`src/rtl/pe_stat_pkg.sv`:
```
// Shared encodings for the program/erase status generator.
package pe_stat_pkg;
    // Operation request code; the value is part of the block's interface.
    typedef enum logic [1:0] {
        OP_NONE = 2'b00,
        OP_PROG = 2'b01,
        OP_SECT = 2'b10,
        OP_CHIP = 2'b11
    } op_e;

    // Control sequencer state.
    typedef enum logic [1:0] {
        ST_IDLE   = 2'b00,
        ST_WAIT   = 2'b01,
        ST_COMMIT = 2'b10
    } st_e;
endpackage

```
`src/rtl/pe_busy_timer.sv`:
```
// Busy-period down counter standing in for the self-timed operation clock.
// Assumes: load and run are never both high; load_val >= 1.
// expired goes high in the last counted cycle while run is high.
module pe_busy_timer #(
    parameter int CNT_W = 8
) (
    input  logic             clk,
    input  logic             rst_n,
    input  logic             load,
    input  logic [CNT_W-1:0] load_val,
    input  logic             run,
    output logic             expired
);
    logic [CNT_W-1:0] cnt_q;

    // Load on acceptance, count down while running, park at one.
    always_ff @(posedge clk) begin
        if (!rst_n) begin
            cnt_q <= '0;
        end else if (load) begin
            cnt_q <= load_val;
        end else if (run && (cnt_q > CNT_W'(1))) begin
            cnt_q <= cnt_q - CNT_W'(1);
        end
    end

    assign expired = run && (cnt_q <= CNT_W'(1));
endmodule

```
`src/rtl/pe_array_walker.sv`:
```
// Captures the accepted request and generates the array writes of the commit phase.
// A program is one read-modify-write (old AND new); an erase walks a sector or the
// whole array writing 0xFF, skipping sectors locked at acceptance.
// Assumes: cur_byte is the array byte at ptr in the same cycle.
module pe_array_walker
    import pe_stat_pkg::*;
#(
    parameter int ADDR_W = 8,
    parameter int SECT_W = 2
) (
    input  logic                     clk,
    input  logic                     rst_n,
    input  logic                     capture,
    input  op_e                      op_in,
    input  logic [ADDR_W-1:0]        addr_in,
    input  logic [7:0]               data_in,
    input  logic [(1<<SECT_W)-1:0]   lock_in,
    input  logic                     active,
    input  logic [7:0]               cur_byte,
    output logic [ADDR_W-1:0]        ptr,
    output logic                     wr_en,
    output logic [7:0]               wr_data,
    output logic                     last,
    output logic                     poll_bit
);
    localparam int NSECT = 1 << SECT_W;
    localparam int OFF_W = ADDR_W - SECT_W;

    op_e               op_q;
    logic [7:0]        data_q;
    logic [NSECT-1:0]  lock_q;
    logic [ADDR_W-1:0] ptr_q;
    logic [NSECT-1:0]  sect_hit;

    // Latch request fields and set the starting address of the walk.
    always_ff @(posedge clk) begin
        if (!rst_n) begin
            op_q   <= OP_NONE;
            data_q <= '0;
            lock_q <= '0;
            ptr_q  <= '0;
        end else if (capture) begin
            op_q   <= op_in;
            data_q <= data_in;
            lock_q <= lock_in;
            case (op_in)
                OP_PROG: ptr_q <= addr_in;
                OP_SECT: ptr_q <= {addr_in[ADDR_W-1 -: SECT_W], {OFF_W{1'b0}}};
                default: ptr_q <= '0;
            endcase
        end else if (active) begin
            ptr_q <= ptr_q + ADDR_W'(1);
        end
    end

    // One-hot decode of the sector under the pointer.
    for (genvar s = 0; s < NSECT; s++) begin : g_sect_hit
        assign sect_hit[s] = (ptr_q[ADDR_W-1 -: SECT_W] == SECT_W'(s));
    end

    // Write strobe, data and end-of-walk detection.
    always_comb begin
        wr_en   = active && ((sect_hit & lock_q) == '0);
        wr_data = (op_q == OP_PROG) ? (cur_byte & data_q) : 8'hFF;
        case (op_q)
            OP_SECT: last = &ptr_q[OFF_W-1:0];
            OP_CHIP: last = &ptr_q;
            default: last = 1'b1;
        endcase
        poll_bit = (op_q == OP_PROG) ? ~data_q[7] : 1'b0;
    end

    assign ptr = ptr_q;
endmodule

```
`src/rtl/pe_poll_status.sv`:
```
// Read-side output register: array data when idle, polling status when busy.
// Assumes: start pulses in the cycle an operation is accepted.
// Bit 6 returns the current toggle state, then the toggle inverts.
module pe_poll_status (
    input  logic       clk,
    input  logic       rst_n,
    input  logic       start,
    input  logic       busy,
    input  logic       rd_strobe,
    input  logic       poll_bit,
    input  logic [7:0] arr_byte,
    output logic [7:0] data_out
);
    logic rd_prev_q;
    logic toggle_q;
    logic [7:0] out_q;
    logic rd_edge;

    assign rd_edge = rd_strobe && !rd_prev_q;

    // Remember the strobe level for edge detection.
    always_ff @(posedge clk) begin
        if (!rst_n) rd_prev_q <= 1'b0;
        else        rd_prev_q <= rd_strobe;
    end

    // Toggle bit: cleared at each start, inverted by each busy read access.
    always_ff @(posedge clk) begin
        if (!rst_n)                toggle_q <= 1'b0;
        else if (start)            toggle_q <= 1'b0;
        else if (busy && rd_edge)  toggle_q <= ~toggle_q;
    end

    // Capture the read result on each read access only.
    always_ff @(posedge clk) begin
        if (!rst_n)       out_q <= '0;
        else if (rd_edge) out_q <= busy ? {poll_bit, toggle_q, 6'b0} : arr_byte;
    end

    assign data_out = out_q;
endmodule

```
`src/rtl/pe_status_gen.sv`:
```
// Top: accepts one program/erase request, counts its busy period, commits the
// array update, and substitutes polling status on reads while busy.
// Assumes: arr_rd_data is a combinational read of arr_rd_addr; PROG_CYCLES and
// ERASE_CYCLES are at least 1.
module pe_status_gen
    import pe_stat_pkg::*;
#(
    parameter int ADDR_W       = 8,
    parameter int SECT_W       = 2,
    parameter int PROG_CYCLES  = 3000,
    parameter int ERASE_CYCLES = 200000
) (
    input  logic                   clk,
    input  logic                   rst_n,
    input  logic                   req,
    input  logic [1:0]             req_op,
    input  logic [ADDR_W-1:0]      req_addr,
    input  logic [7:0]             req_data,
    input  logic [(1<<SECT_W)-1:0] sector_lock,
    input  logic                   rd_strobe,
    input  logic [ADDR_W-1:0]      rd_addr,
    output logic [ADDR_W-1:0]      arr_rd_addr,
    input  logic [7:0]             arr_rd_data,
    output logic                   arr_we,
    output logic [ADDR_W-1:0]      arr_wr_addr,
    output logic [7:0]             arr_wr_data,
    output logic                   busy,
    output logic [7:0]             data_out
);
    localparam int MAX_CYC = (PROG_CYCLES > ERASE_CYCLES) ? PROG_CYCLES : ERASE_CYCLES;
    localparam int CNT_W   = $clog2(MAX_CYC + 1);

    st_e               state_q, state_d;
    op_e               op_in;
    logic              accept;
    logic              expired;
    logic              walk_last;
    logic              poll_bit;
    logic [ADDR_W-1:0] walk_ptr;
    logic [CNT_W-1:0]  load_val;

    assign op_in    = op_e'(req_op);
    assign accept   = (state_q == ST_IDLE) && req && (op_in != OP_NONE);
    assign load_val = (op_in == OP_PROG) ? CNT_W'(PROG_CYCLES) : CNT_W'(ERASE_CYCLES);

    // Sequencer next state: idle -> count -> commit -> idle.
    always_comb begin
        state_d = state_q;
        case (state_q)
            ST_IDLE:   if (accept)    state_d = ST_WAIT;
            ST_WAIT:   if (expired)   state_d = ST_COMMIT;
            ST_COMMIT: if (walk_last) state_d = ST_IDLE;
            default:                  state_d = ST_IDLE;
        endcase
    end

    // Sequencer state register; reset abandons any operation.
    always_ff @(posedge clk) begin
        if (!rst_n) state_q <= ST_IDLE;
        else        state_q <= state_d;
    end

    assign busy        = (state_q != ST_IDLE);
    assign arr_rd_addr = (state_q == ST_COMMIT) ? walk_ptr : rd_addr;
    assign arr_wr_addr = walk_ptr;

    pe_busy_timer #(.CNT_W(CNT_W)) u_timer (
        .clk      (clk),
        .rst_n    (rst_n),
        .load     (accept),
        .load_val (load_val),
        .run      (state_q == ST_WAIT),
        .expired  (expired)
    );

    pe_array_walker #(.ADDR_W(ADDR_W), .SECT_W(SECT_W)) u_walker (
        .clk      (clk),
        .rst_n    (rst_n),
        .capture  (accept),
        .op_in    (op_in),
        .addr_in  (req_addr),
        .data_in  (req_data),
        .lock_in  (sector_lock),
        .active   (state_q == ST_COMMIT),
        .cur_byte (arr_rd_data),
        .ptr      (walk_ptr),
        .wr_en    (arr_we),
        .wr_data  (arr_wr_data),
        .last     (walk_last),
        .poll_bit (poll_bit)
    );

    pe_poll_status u_status (
        .clk       (clk),
        .rst_n     (rst_n),
        .start     (accept),
        .busy      (busy),
        .rd_strobe (rd_strobe),
        .poll_bit  (poll_bit),
        .arr_byte  (arr_rd_data),
        .data_out  (data_out)
    );
endmodule

```
`config.mk`:
```
export PLATFORM = sky130hd
export DESIGN_NAME = pe_status_gen
export DESIGN_NICKNAME = d
export VERILOG_FILES = /design/src/rtl/pe_stat_pkg.sv /design/src/rtl/pe_busy_timer.sv /design/src/rtl/pe_array_walker.sv /design/src/rtl/pe_poll_status.sv /design/src/rtl/pe_status_gen.sv
export SDC_FILE = /design/constraint.sdc
export NUM_CORES = 1
export LEC_CHECK = 0
export ABC_AREA = 1
export CAP_MARGIN = 5
export CORE_MARGIN = 3
export CORE_UTILIZATION = 49
export CTS_CLUSTER_DIAMETER = 80
export CTS_CLUSTER_SIZE = 10
export DETAILED_ROUTE_END_ITERATION = 8
export PLACE_DENSITY = 0.8
export SYNTH_ARGS = -nofsm -noshare
export SYNTH_HDL_FRONTEND = slang
export SYNTH_SLANG_ARGS = --single-unit
```
`constraint.sdc`:
```
create_clock -name clk -period 1.8 [get_ports clk]
set_clock_uncertainty 0.1 [all_clocks]
set_input_delay 0.27 -clock clk [delete_from_list [all_inputs] [get_ports clk]]
set_output_delay 0.27 -clock clk [all_outputs]
set_load 0.01 [all_outputs]
```
==> qor.txt, run 1 <==
P&R area growth vs syn = 45.0%
die area = 0.00701 sq mm
family with the most delay on the worst path = buffers and inverters
Worst Setup Start Kind = register
crit share post-route = 97.3%
antenna violations before repair = 0
register area share after synthesis = 35.2%
placed cell area = 0.00401 sq mm
Max VDD drop = 750 uV
status = completed
number of H-tree levels = 2
Cell variety after synth = 33
n_diodes = 0
Worst R2R Setup Slack = 0.11 ns
Fillers = 475
CTS Buf Count = 5
syn avg cell area = 6.31 sq um
max_slew headroom = 82.1%
setup ws final = 0.0483 ns
FFs w/ async S/R, synth = 0%
Max Cap Viol = 0
total global-route track usage = 24.2%
Site Rows = 27
Period minus WS final = 1.75 ns
synth warn = 0
vias after detailed routing = 3483
Synth Flop Type = dfxtp_1
latest clock arrival within the worst-skew pair = 0.31 ns
Setup TNS = 0 ns
critical path arrival = 1.38 ns
global-route wire length before repair = 14300 um
Lkg Pwr = 1.95 nW
Pre-Repair DR Iteration Count = 5
crit path cell chain = clkdlybuf4s50_1
Core ar. = 0.00568 sq mm
clk root buf = clkbuf_8
Via density = 5.31
Port Buffer Count = 75
Worst-Margin Slew = 0.268 ns
Syn Nets = 517
Critical Path Slowest Stage Cell = clkdlybuf4s50_1
Synth Cell Area = 0.00296 sq mm
critical path endpoint category = output pin
CP required = 1.43 ns
WL per Instance = 13.7 um
worst slack, placed = -0.287 ns
Crit path buffers/inverters = 1
drt drc = 0
CTS tree = done
HP Class = register to register
number of synthesized register bits = 52
Cell Pwr Density = 1210 mW/mm^2
DR iter-0 viols = 298
number of synthesized flops with an enable pin = 0
Initial Util = 52.1%
maximum clock frequency = 0.571 GHz
clk sinks = 52
Remaining Overflow, GRT = 0
share of layout cells above drive strength 1 = 15.6%
final setup vio count = 0
CP Class = register to output pin
design area = 0.00429 sq mm
Final Hold Violating Endpoints = 0
die width = 83.7 um
nets = 631
Final Max Slew Viols = 0
largest net degree at the start of global routing = 35
Max stage delay on crit path = 0.59 ns
vias in the first global route = 3340
Post-Route WL = 9000 um
hold_buf cts = 0
gp weighted congestion = 0.918
Post-DRT Antenna Nets = 0
RSZ-0062 raised after global routing = yes
clk buf depth = 2
critical-path maximum fanout = 8
DP HPWL = 6680 um
most common cell after layout, fill and taps aside = nand2_1
clk slew on worst S/H paths = 0.10 ns
Die H = 83.7 um
most frequent cells in the layout = 130 x nand2_1, 67 x nor2_1, 57 x clkdlybuf4s50_1, 48 x dfxtp_1, 45 x inv_1
I/O pin cnt = 76
Mapped Cells = 469
[power breakdown]
| group | internal (mW) | switching, mW | leakage [nW] |
|---|---|---|---|
| combinational | 1.15 | 1.66 | 1.47 |
| clock | 0.421 | 0.405 | 0.0558 |
| sequential | 1.35 | 0.191 | 0.429 |
| total | 2.92 | 2.26 | 1.95 |
[cells in the mapped netlist, types with 3 or more instances]
library cell | number | area, sq um
inv_1 | 46 | 173
nor2_1 | 75 | 282
ha_1 | 6 | 75.1
nor3_1 | 4 | 20.0
nand2_2 | 3 | 18.8
nor2_2 | 3 | 18.8
nand4_1 | 7 | 43.8
o21ai_0 | 34 | 170
a31oi_1 | 3 | 18.8
clkbuf_1 | 6 | 22.5
dfxtp_1 | 52 | 1040
nand2_1 | 134 | 503
o211ai_1 | 5 | 37.5
nand3_1 | 39 | 195
buf_2 | 3 | 15.0
a21oi_1 | 26 | 130
clkinv_1 | 3 | 11.3
[cell type report]
cell class              instances  area (sq um)  area share [%]
inverters                      50           193            4.49
clock inverters                 2          38.8           0.904
clock buffers                   6          72.6            1.69
repair buffers                118          1100            25.8
multi-input cells             355          1740            40.6
flip-flops and latches         52          1050            24.4
repair inverters                1          5.00           0.117
well taps                      72          90.1            2.10
[metrics by stage]
step           total power [mW]  hold WS, ns  util (%)  std cells
2_1_floorplan              3.28        0.268         -        469
3_3_place_gp               4.03        0.342      70.7        639
3_5_place_dp               4.10        0.359      70.7        639
4_1_cts                    4.96        0.375      73.5        651
5_1_grt                    5.57        0.402      75.6        656
6_report                   5.17        0.374      75.6        656
[tightest hold or removal path, delay by kind of cell (launching register included)]
family / cells / cell delay, ns
and+or+nand+nor: 1 / 0.06
DFF: 1 / 0.32
AOI/OAI and AO/OA: 1 / 0.06
[state kept, by name, summed over array words and instances, names as in the netlist]
register and cells:
u_timer.cnt_q 18, u_status.toggle_q 1, u_walker.data_q 8, u_status.data_out 8
u_walker.op_q 2, state_q 2, u_walker.lock_q 4, u_status.rd_prev_q 1
u_walker.ptr 8
[logic make-up (layout without fill, tap and decap cells)]
kind of cell	Yosys count	count (layout)	share of synthesized area, %
xor gates and xnor gates	3	3	0.888
DFF	52	52	35.2
adders and majority gates	6	6	2.54
AOI/OAI and AO/OA	72	72	13.0
buffers and inverters	62	177	8.54
and+or+nand+nor	274	274	39.9
[routing by layer]
metal	vias up	track usage, %	wire length (um)
li1	1735	-	-
met1	1573	30.6	3870
met2	146	41.6	4330
met3	29	4.44	575
met4	0	7.16	216
met5	-	0	0
[final timing paths]
check | startpoint | to | depth (start not counted)
setup / recovery | u_walker.ptr[2] | arr_wr_addr[2] | 1
hold / removal | u_status.data_out[4] | u_status.data_out[4] | 2
hold reg to reg | u_status.data_out[4] | u_status.data_out[4] | 2
setup reg to reg | u_timer.cnt_q[10] | u_timer.cnt_q[16] | 9
[what timing repair did]
item	in CTS	in global routing
setup endpoints to repair	22	39
pin swaps	2	4
gates resized for setup	31	34
cloned	0	2
setup buffers	4	3
(Power assumes the default switching activity.)
==> run 2, diff against run 1 <==
CORE_MARGIN = 5   (was 3)
CORE_UTILIZATION = 44   (was 49)
PLACE_DENSITY = 0.76   (was 0.8)
clock period = 1.5 ns   (was 1.8 ns; I/O delays follow)
==> run 2 against run 1 <==
Against the previous run: the flow now finishes with violations (setup timing); non-clock buffer count grew 61; combinational power is 95% higher; clock-buffer cell count down 1; sequential power up 28%; sequential cell count did not move; clock power rose by 4.2%; first-iteration DRC count up 31%; die area grew 21%; critical path depth rose by 8; largest cell class unchanged; highest routed layer unchanged.
==> qor.txt, run 2 (synthesis gave the netlist of run 1 again) <==
status = finished, violations left
failing checks = setup timing
DR iter-0 viols = 391 (+31%)
I/O pin cnt = 76 (unchanged)
Max VDD drop = 676 uV (-9.9%)
Worst R2R Setup Slack = -0.18 ns (-0.29 ns)
Biggest register = u_timer.cnt_q
share of layout cells above drive strength 1 = 43.2% (+28 points)
Critical Path Source = u_timer.cnt_q[4]
hold endpoint = u_walker.op_q[1]
Post-Route Utilization = 82.8% (+7.2 points)
crit share post-route = 112%
P&R area growth vs syn = 80.6%
Cell Pwr Density = 1550 mW/mm^2 (+29%)
WHS = 0.332 ns (-0.0411 ns)
Final Power = 8.30 mW (+60%)
Initial Util = 45.8% (-6.3 points)
most common cell after layout, fill and taps aside = nand2_1
Site Rows = 29 (+7.4%)
Core ar. = 0.00646 sq mm (+14%)
vias after detailed routing = 4004 (+15%)
Critical Path Slowest Stage Cell = dfxtp_4
global-route wire length before repair = 16300 um (+14%)
crit path cell chain = nor2_4 > nand2_4 > nor2_4 > nand3_4 > buf_4 > nand3_4 > nand2_4 > nand2_1 > a21oi_1
die area = 0.00846 sq mm (+21%)
clk sinks = 52 (unchanged)
Reg area = 0.00109 sq mm (+4.7%)
drt drc = 0 (unchanged)
Worst Setup Start Kind = register
CP Class = register to register
max_slew headroom = 73.6% (-8.5 points)
clk slew on worst S/H paths = 0.11 ns (about the same)
CTS tree = done
HP Class = input pin to register
Period minus WS final = 1.68 ns
DP HPWL = 6960 um (+4.1%)
hold_buf cts = 0 (unchanged)
Remaining Overflow, GRT = 0 (unchanged)
Pre-Repair DR Iteration Count = 5 (unchanged)
Via density = 5.54 (+4.3%)
Lkg Pwr = 2.50 nW (+28%)
r2r startpoint = u_timer.cnt_q[4]
n_diodes = 0 (unchanged)
Die H = 92.0 um (+9.9%)
Post-Route WL = 12400 um (+38%)
total global-route track usage = 23.5% (-0.66 points)
hold path cells = 4 (+2)
vias in the first global route = 3603 (+7.9%)
critical-path maximum fanout = 4 (-4)
Port Buffer Count = 75 (unchanged)
nets = 693 (+9.8%)
DP Cell Count = 680 (+6.4%)
clk buf depth = 2 (unchanged)
Fillers = 399 (-16%)
number of H-tree levels = 2 (unchanged)
most frequent cells in the layout = 106 x nand2_1, 74 x buf_4, 51 x nor2_1, 39 x clkdlybuf4s50_1, 32 x inv_1
largest net degree at the start of global routing = 29 (-17%)
Worst path depth = 9 (+8)
Final Max Slew Viols = 0 (unchanged)
Max Cap Viol = 0 (unchanged)
latest clock arrival within the worst-skew pair = 0.33 ns (+0.02 ns)
setup ws final = -0.180 ns (-0.229 ns)
multi-input logic area = 0.00223 sq mm (+28%)
gp weighted congestion = 0.893 (-2.8%)
CP required = 1.61 ns (+0.18 ns)
final setup vio count = 32 (+32)
Crit path buffers/inverters = 1 (unchanged)
WL per Instance = 17.2 um (+25%)
Setup TNS = -3.15 ns (-3.15 ns)
critical path arrival = 1.79 ns (+0.41 ns)
critical path endpoint category = register
Max stage delay on crit path = 0.40 ns (-0.19 ns)
clk root buf = clkbuf_8
FF-to-FF path depth = 9 (unchanged)
CTS Buf Count = 5 (unchanged)
Final Hold Violating Endpoints = 0 (unchanged)
maximum clock frequency = 0.595 GHz
RSZ-0062 raised after global routing = yes
family with the most delay on the worst path = simple AND/OR/NAND/NOR gates
Hold Path Origin = req_op[1]
antenna violations before repair = 0 (unchanged)
final non-filler cell total = 723 (+10%)
Largest register FFs = 18 (unchanged)
RR Endpoint = u_timer.cnt_q[12]
Post-DRT Antenna Nets = 0 (unchanged)
Worst-Margin Slew = 0.394 ns (+0.126 ns)
die width = 92.0 um (+9.9%)
-- run 2: cell types whose count changed in the layout (fill, tap and decap cells not counted), moves of 12 or more --
cell             delta
buf_4              +37
nand2_1            -24
clkdlybuf4s50_1    -18
nand3_1            -15
a21oi_1            -12
o21ai_0            -13
dfxtp_1            -19
nor2_1             -16
inv_1              -13
nand2_2            +17
nor2_4             +16
nand3_2            +12
buf_6              +26
a21oi_2            +12
-- run 2: layer usage --
metal | share of wire [%] | global-route usage (%)
met5 | 0 | 0
met1 | 37 | 27.2
met2 | 50 | 41.7
met4 | 5.0 | 9.28
met3 | 7.7 | 5.56
-- run 2: worst max path at each step --
stage	slack (ns)	endpoint
2_1_floorplan	0.008	u_timer.cnt_q[9]
3_3_place_gp	-0.50	u_timer.cnt_q[14]
3_5_place_dp	-0.58	u_timer.cnt_q[15]
4_1_cts	-0.1	arr_rd_addr[4]
5_1_grt	-0.26	u_timer.cnt_q[16]
6_report	-0.18	u_timer.cnt_q[12]
-- run 2: layout make-up --
type | count | area share, %
clock buffers | 5 | 1.29
inverters | 50 | 4.03
repair buffers | 179 | 30.3
well taps | 77 | 1.80
multi-input cells | 357 | 41.7
clock inverters | 3 | 0.398
flip-flops and latches | 52 | 20.5
-- run 2: what timing repair did --
| action | in CTS | in global routing |
|---|---|---|
| setup endpoints to repair | 76 | 53 |
| hold endpoints to repair | 0 | 0 |
| pin swaps | 22 | 55 |
| resized for setup | 182 | 146 |
| gates cloned | 4 | 3 |
| setup buffers | 17 | 15 |
-- run 2: worst min-delay path, cell delays in order --
cell and delay [ns]:
dlygate4sd2_1 0.24, inv_1 0.08, buf_4 0.12, a21oi_1 0.06
-- run 2: metrics by stage --
stage	area (sq um)	worst slack [ns]
floorplan	2990	0.00843
global placement	4300	-0.505
detailed placement	4300	-0.583
CTS	4790	-0.0996
global route	5350	-0.265
finish	5350	-0.180
-- run 2: where the power goes --
part           internal (mW)  leakage, nW  switching [mW]  total (mW)
clock network          0.333       0.0445           0.528       0.861
registers               1.66        0.439           0.307        1.97
logic                   2.48         2.02            2.99        5.47
total                   4.47         2.50            3.83        8.30
==> run 3, diff against run 2 <==
ABC_AREA = 0   (was 1)
PLACE_DENSITY = 0.77   (was 0.76)
==> run 3 against run 2 <==
Against the previous run: the flow still finishes with violations (setup timing); sequential power fell by 17%; clock-buffer cell count did not move; hold slack improved by 0.039 ns; core utilization rose by 4.5 points; cell area rose by 3.0%; highest routed layer unchanged; first-iteration DRC count rose by 3.8%; sequential cell count did not move; global-route usage rose by 5.5 points.
==> qor.txt, run 3 <==
status = finished, violations left
failing checks = setup timing
FFs w/ async S/R, synth = 0% (unchanged)
Final Max Slew Viols = 0 (unchanged)
setup ws final = -0.437 ns (-0.257 ns)
HP Class = input pin to register
latest clock arrival within the worst-skew pair = 0.34 ns (about the same)
multi-input logic area = 0.00238 sq mm (+6.8%)
CP Class = register to register
number of synthesized register bits = 52 (unchanged)
Die H = 90.5 um (-1.7%)
post-synth top area cell = dfxtp_1
Syn Nets = 415 (-20%)
most common cell after layout, fill and taps aside = buf_4
I/O pin cnt = 76 (unchanged)
DP HPWL = 7230 um (+4.0%)
top-count cell post-synth = nand2_1
Synth Flop Type = dfxtp_1
Hold Path Origin = req_data[7]
hold_buf cts = 0 (unchanged)
Biggest register = u_timer.cnt_q
Remaining Overflow, GRT = 0 (unchanged)
antenna violations before repair = 0 (unchanged)
maximum clock frequency = 0.516 GHz (-13%)
max_slew headroom = 70.7% (-3.0 points)
crit path cell chain = or3_4 > or3_4 > or4b_4 > a211oi_2
crit share post-route = 129% (+17 points)
CP dominant cell by count = or3_4
Lkg Pwr = 2.34 nW (-6.4%)
critical path arrival = 2.11 ns (+0.32 ns)
global-route wire length before repair = 19600 um (+20%)
r2r startpoint = u_timer.cnt_q[11]
P&R area growth vs syn = 93.4%
WL per Instance = 25.2 um (+46%)
Synth Cell Area = 0.00285 sq mm (-3.8%)
register area share after synthesis = 36.6% (+1.4 points)
Reg area = 0.00107 sq mm (-1.9%)
Cell variety after synth = 60 (+82%)
clk buf depth = 2 (unchanged)
largest net degree at the start of global routing = 26 (-10%)
most frequent cells in the layout = 77 x buf_4, 45 x buf_6, 43 x nand2_1, 39 x clkdlybuf4s50_1, 34 x dfxtp_1
Fillers = 266 (-33%)
die width = 90.5 um (-1.7%)
Worst-Margin Slew = 0.436 ns (+0.0417 ns)
CP required = 1.67 ns (+0.06 ns)
synth cell count leaders = 81 x nand2_1, 52 x dfxtp_1, 29 x nor2_1, 23 x a21oi_1, 18 x o21ai_0
CTS tree = done
n_diodes = 0 (unchanged)
Final Hold Violating Endpoints = 0 (unchanged)
Critical Path Source = u_timer.cnt_q[11]
share of layout cells above drive strength 1 = 52.5% (+9.4 points)
Via density = 6.51 (+17%)
vias in the first global route = 3874 (+7.5%)
Post-DRT Antenna Nets = 0 (unchanged)
clk slew on worst S/H paths = 0.13 ns (+0.02 ns)
gp weighted congestion = 0.899 (+0.76%)
Worst Setup Start Kind = register
total global-route track usage = 29.0% (+5.5 points)
synth top area cells = dfxtp_1 37%, nand2_1 11%, a21oi_1 4.0%
Site Rows = 29 (unchanged)
vias after detailed routing = 4079 (+1.9%)
Pre-Repair DR Iteration Count = 5 (unchanged)
Period minus WS final = 1.94 ns (+0.257 ns)
Max VDD drop = 663 uV (-1.9%)
Port Buffer Count = 75 (unchanged)
number of synthesized flops with an enable pin = 0 (unchanged)
worst slack, placed = -0.910 ns (-0.326 ns)
clk root buf = clkbuf_8
syn avg cell area = 7.76 sq um (+23%)
Largest register FFs = 18 (unchanged)
CTS Buf Count = 5 (unchanged)
RSZ-0062 raised after global routing = yes
WHS = 0.371 ns (+0.0385 ns)
final setup vio count = 63 (+97%)
Max stage delay on crit path = 0.50 ns (+0.10 ns)
die area = 0.00818 sq mm (-3.4%)
Initial Util = 45.1% (-0.71 points)
Critical Path Slowest Stage Cell = or4b_4
clk sinks = 52 (unchanged)
synth warn = 0 (unchanged)
post-synth top area share = 36.6% (+1.4 points)
DR iter-0 viols = 406 (+3.8%)
Core ar. = 0.00631 sq mm (-2.2%)
Mapped Cells = 367 (-22%)
critical path endpoint category = register
critical-path maximum fanout = 3 (-1)
Cell Pwr Density = 891 mW/mm^2 (-43%)
Max Cap Viol = 0 (unchanged)
Post-Route WL = 15800 um (+27%)
nets = 597 (-14%)
number of H-tree levels = 2 (unchanged)
drt drc = 0 (unchanged)
==> run 3: cell count changes in the layout (fill, tap and decap cells not counted), sizes merged, moves of 6 or more <==
cell	change
a22oi	+7
a31oi	+6
buf	+17
inv	-32
nand2	-58
nand3	-35
nor2	-51
nor3	+10
nor4	+7
o21ai	-17
or3	+12
or4	+9
==> run 3: cell type report <==
| type | count | area share, % |
|---|---|---|
| Inverter | 13 | 1.25 |
| Tap cell | 77 | 1.75 |
| Sequential cell | 52 | 19.5 |
| Timing Repair Buffer | 192 | 32.6 |
| Clock inverter | 3 | 0.522 |
| Clock buffer | 5 | 1.25 |
| Multi-Input combinational cell | 285 | 43.2 |
==> run 3: logic make-up (layout without fill, tap and decap cells) <==
| kind of cell | Yosys count | in the layout | share of synthesized area, % |
|---|---|---|---|
| AOI/OAI and AO/OA | 79 | 79 | 17.4 |
| xor gates and xnor gates | 2 | 2 | 0.615 |
| adders and majority gates | 6 | 6 | 2.64 |
| buffers and inverters | 32 | 213 | 5.10 |
| DFF | 52 | 52 | 36.6 |
| muxes | 8 | 8 | 3.34 |
| and+or+nand+nor | 188 | 190 | 34.4 |
==> run 3: layer usage <==
layer  part of all wire (%)  track usage (%)  up-vias
met5                      0                0        -
met4                    8.2             12.2        0
met3                    8.7             6.17      122
met2                     48             52.4      333
met1                     35             32.7     1951
li1                       -                -     1673
==> run 3: path summary, 6_finish.rpt <==
path	endpoint	slack [ns]	cells after the start
setup / recovery	u_timer.cnt_q[17]	-0.44	4
hold / removal	u_walker.data_q[7]	0.37	3
setup reg to reg	u_timer.cnt_q[17]	-0.44	4
hold reg to reg	u_walker.data_q[1]	0.41	2
==> run 3: metrics by stage <==
step	power, mW	std cells	area, sq um	TNS, ns	util (%)
2_1_floorplan	2.46	367	3090	-5.43	-
3_3_place_gp	3.15	590	4440	-37.44	70.3
6_report	4.91	627	5510	-17.81	87.2
4_1_cts	4.40	620	5050	-13.58	80.0
5_1_grt	5.06	627	5510	-19.76	87.2
3_5_place_dp	3.20	590	4440	-38.88	70.3
==> run 3: what timing repair did <==
item | in CTS | in global routing
hold endpoints to repair | 0 | 0
cloned | 5 | 0
buffers inserted | 17 | 13
gates resized for setup | 200 | 107
setup endpoints to repair | 77 | 62
pin swaps | 34 | 42
==> run 3: power by group <==
group	total (mW)	switching (mW)	internal [mW]
logic	2.30	1.15	1.15
clock network	0.977	0.621	0.355
registers	1.63	0.130	1.50
total	4.91	1.90	3.01
==> run 3: critical path: cells and delay by family, from the launching register on <==
family	cells	cell delay, ns
and+or+nand+nor	3	1.26
AOI/OAI and AO/OA	1	0.18
DFF	1	0.34
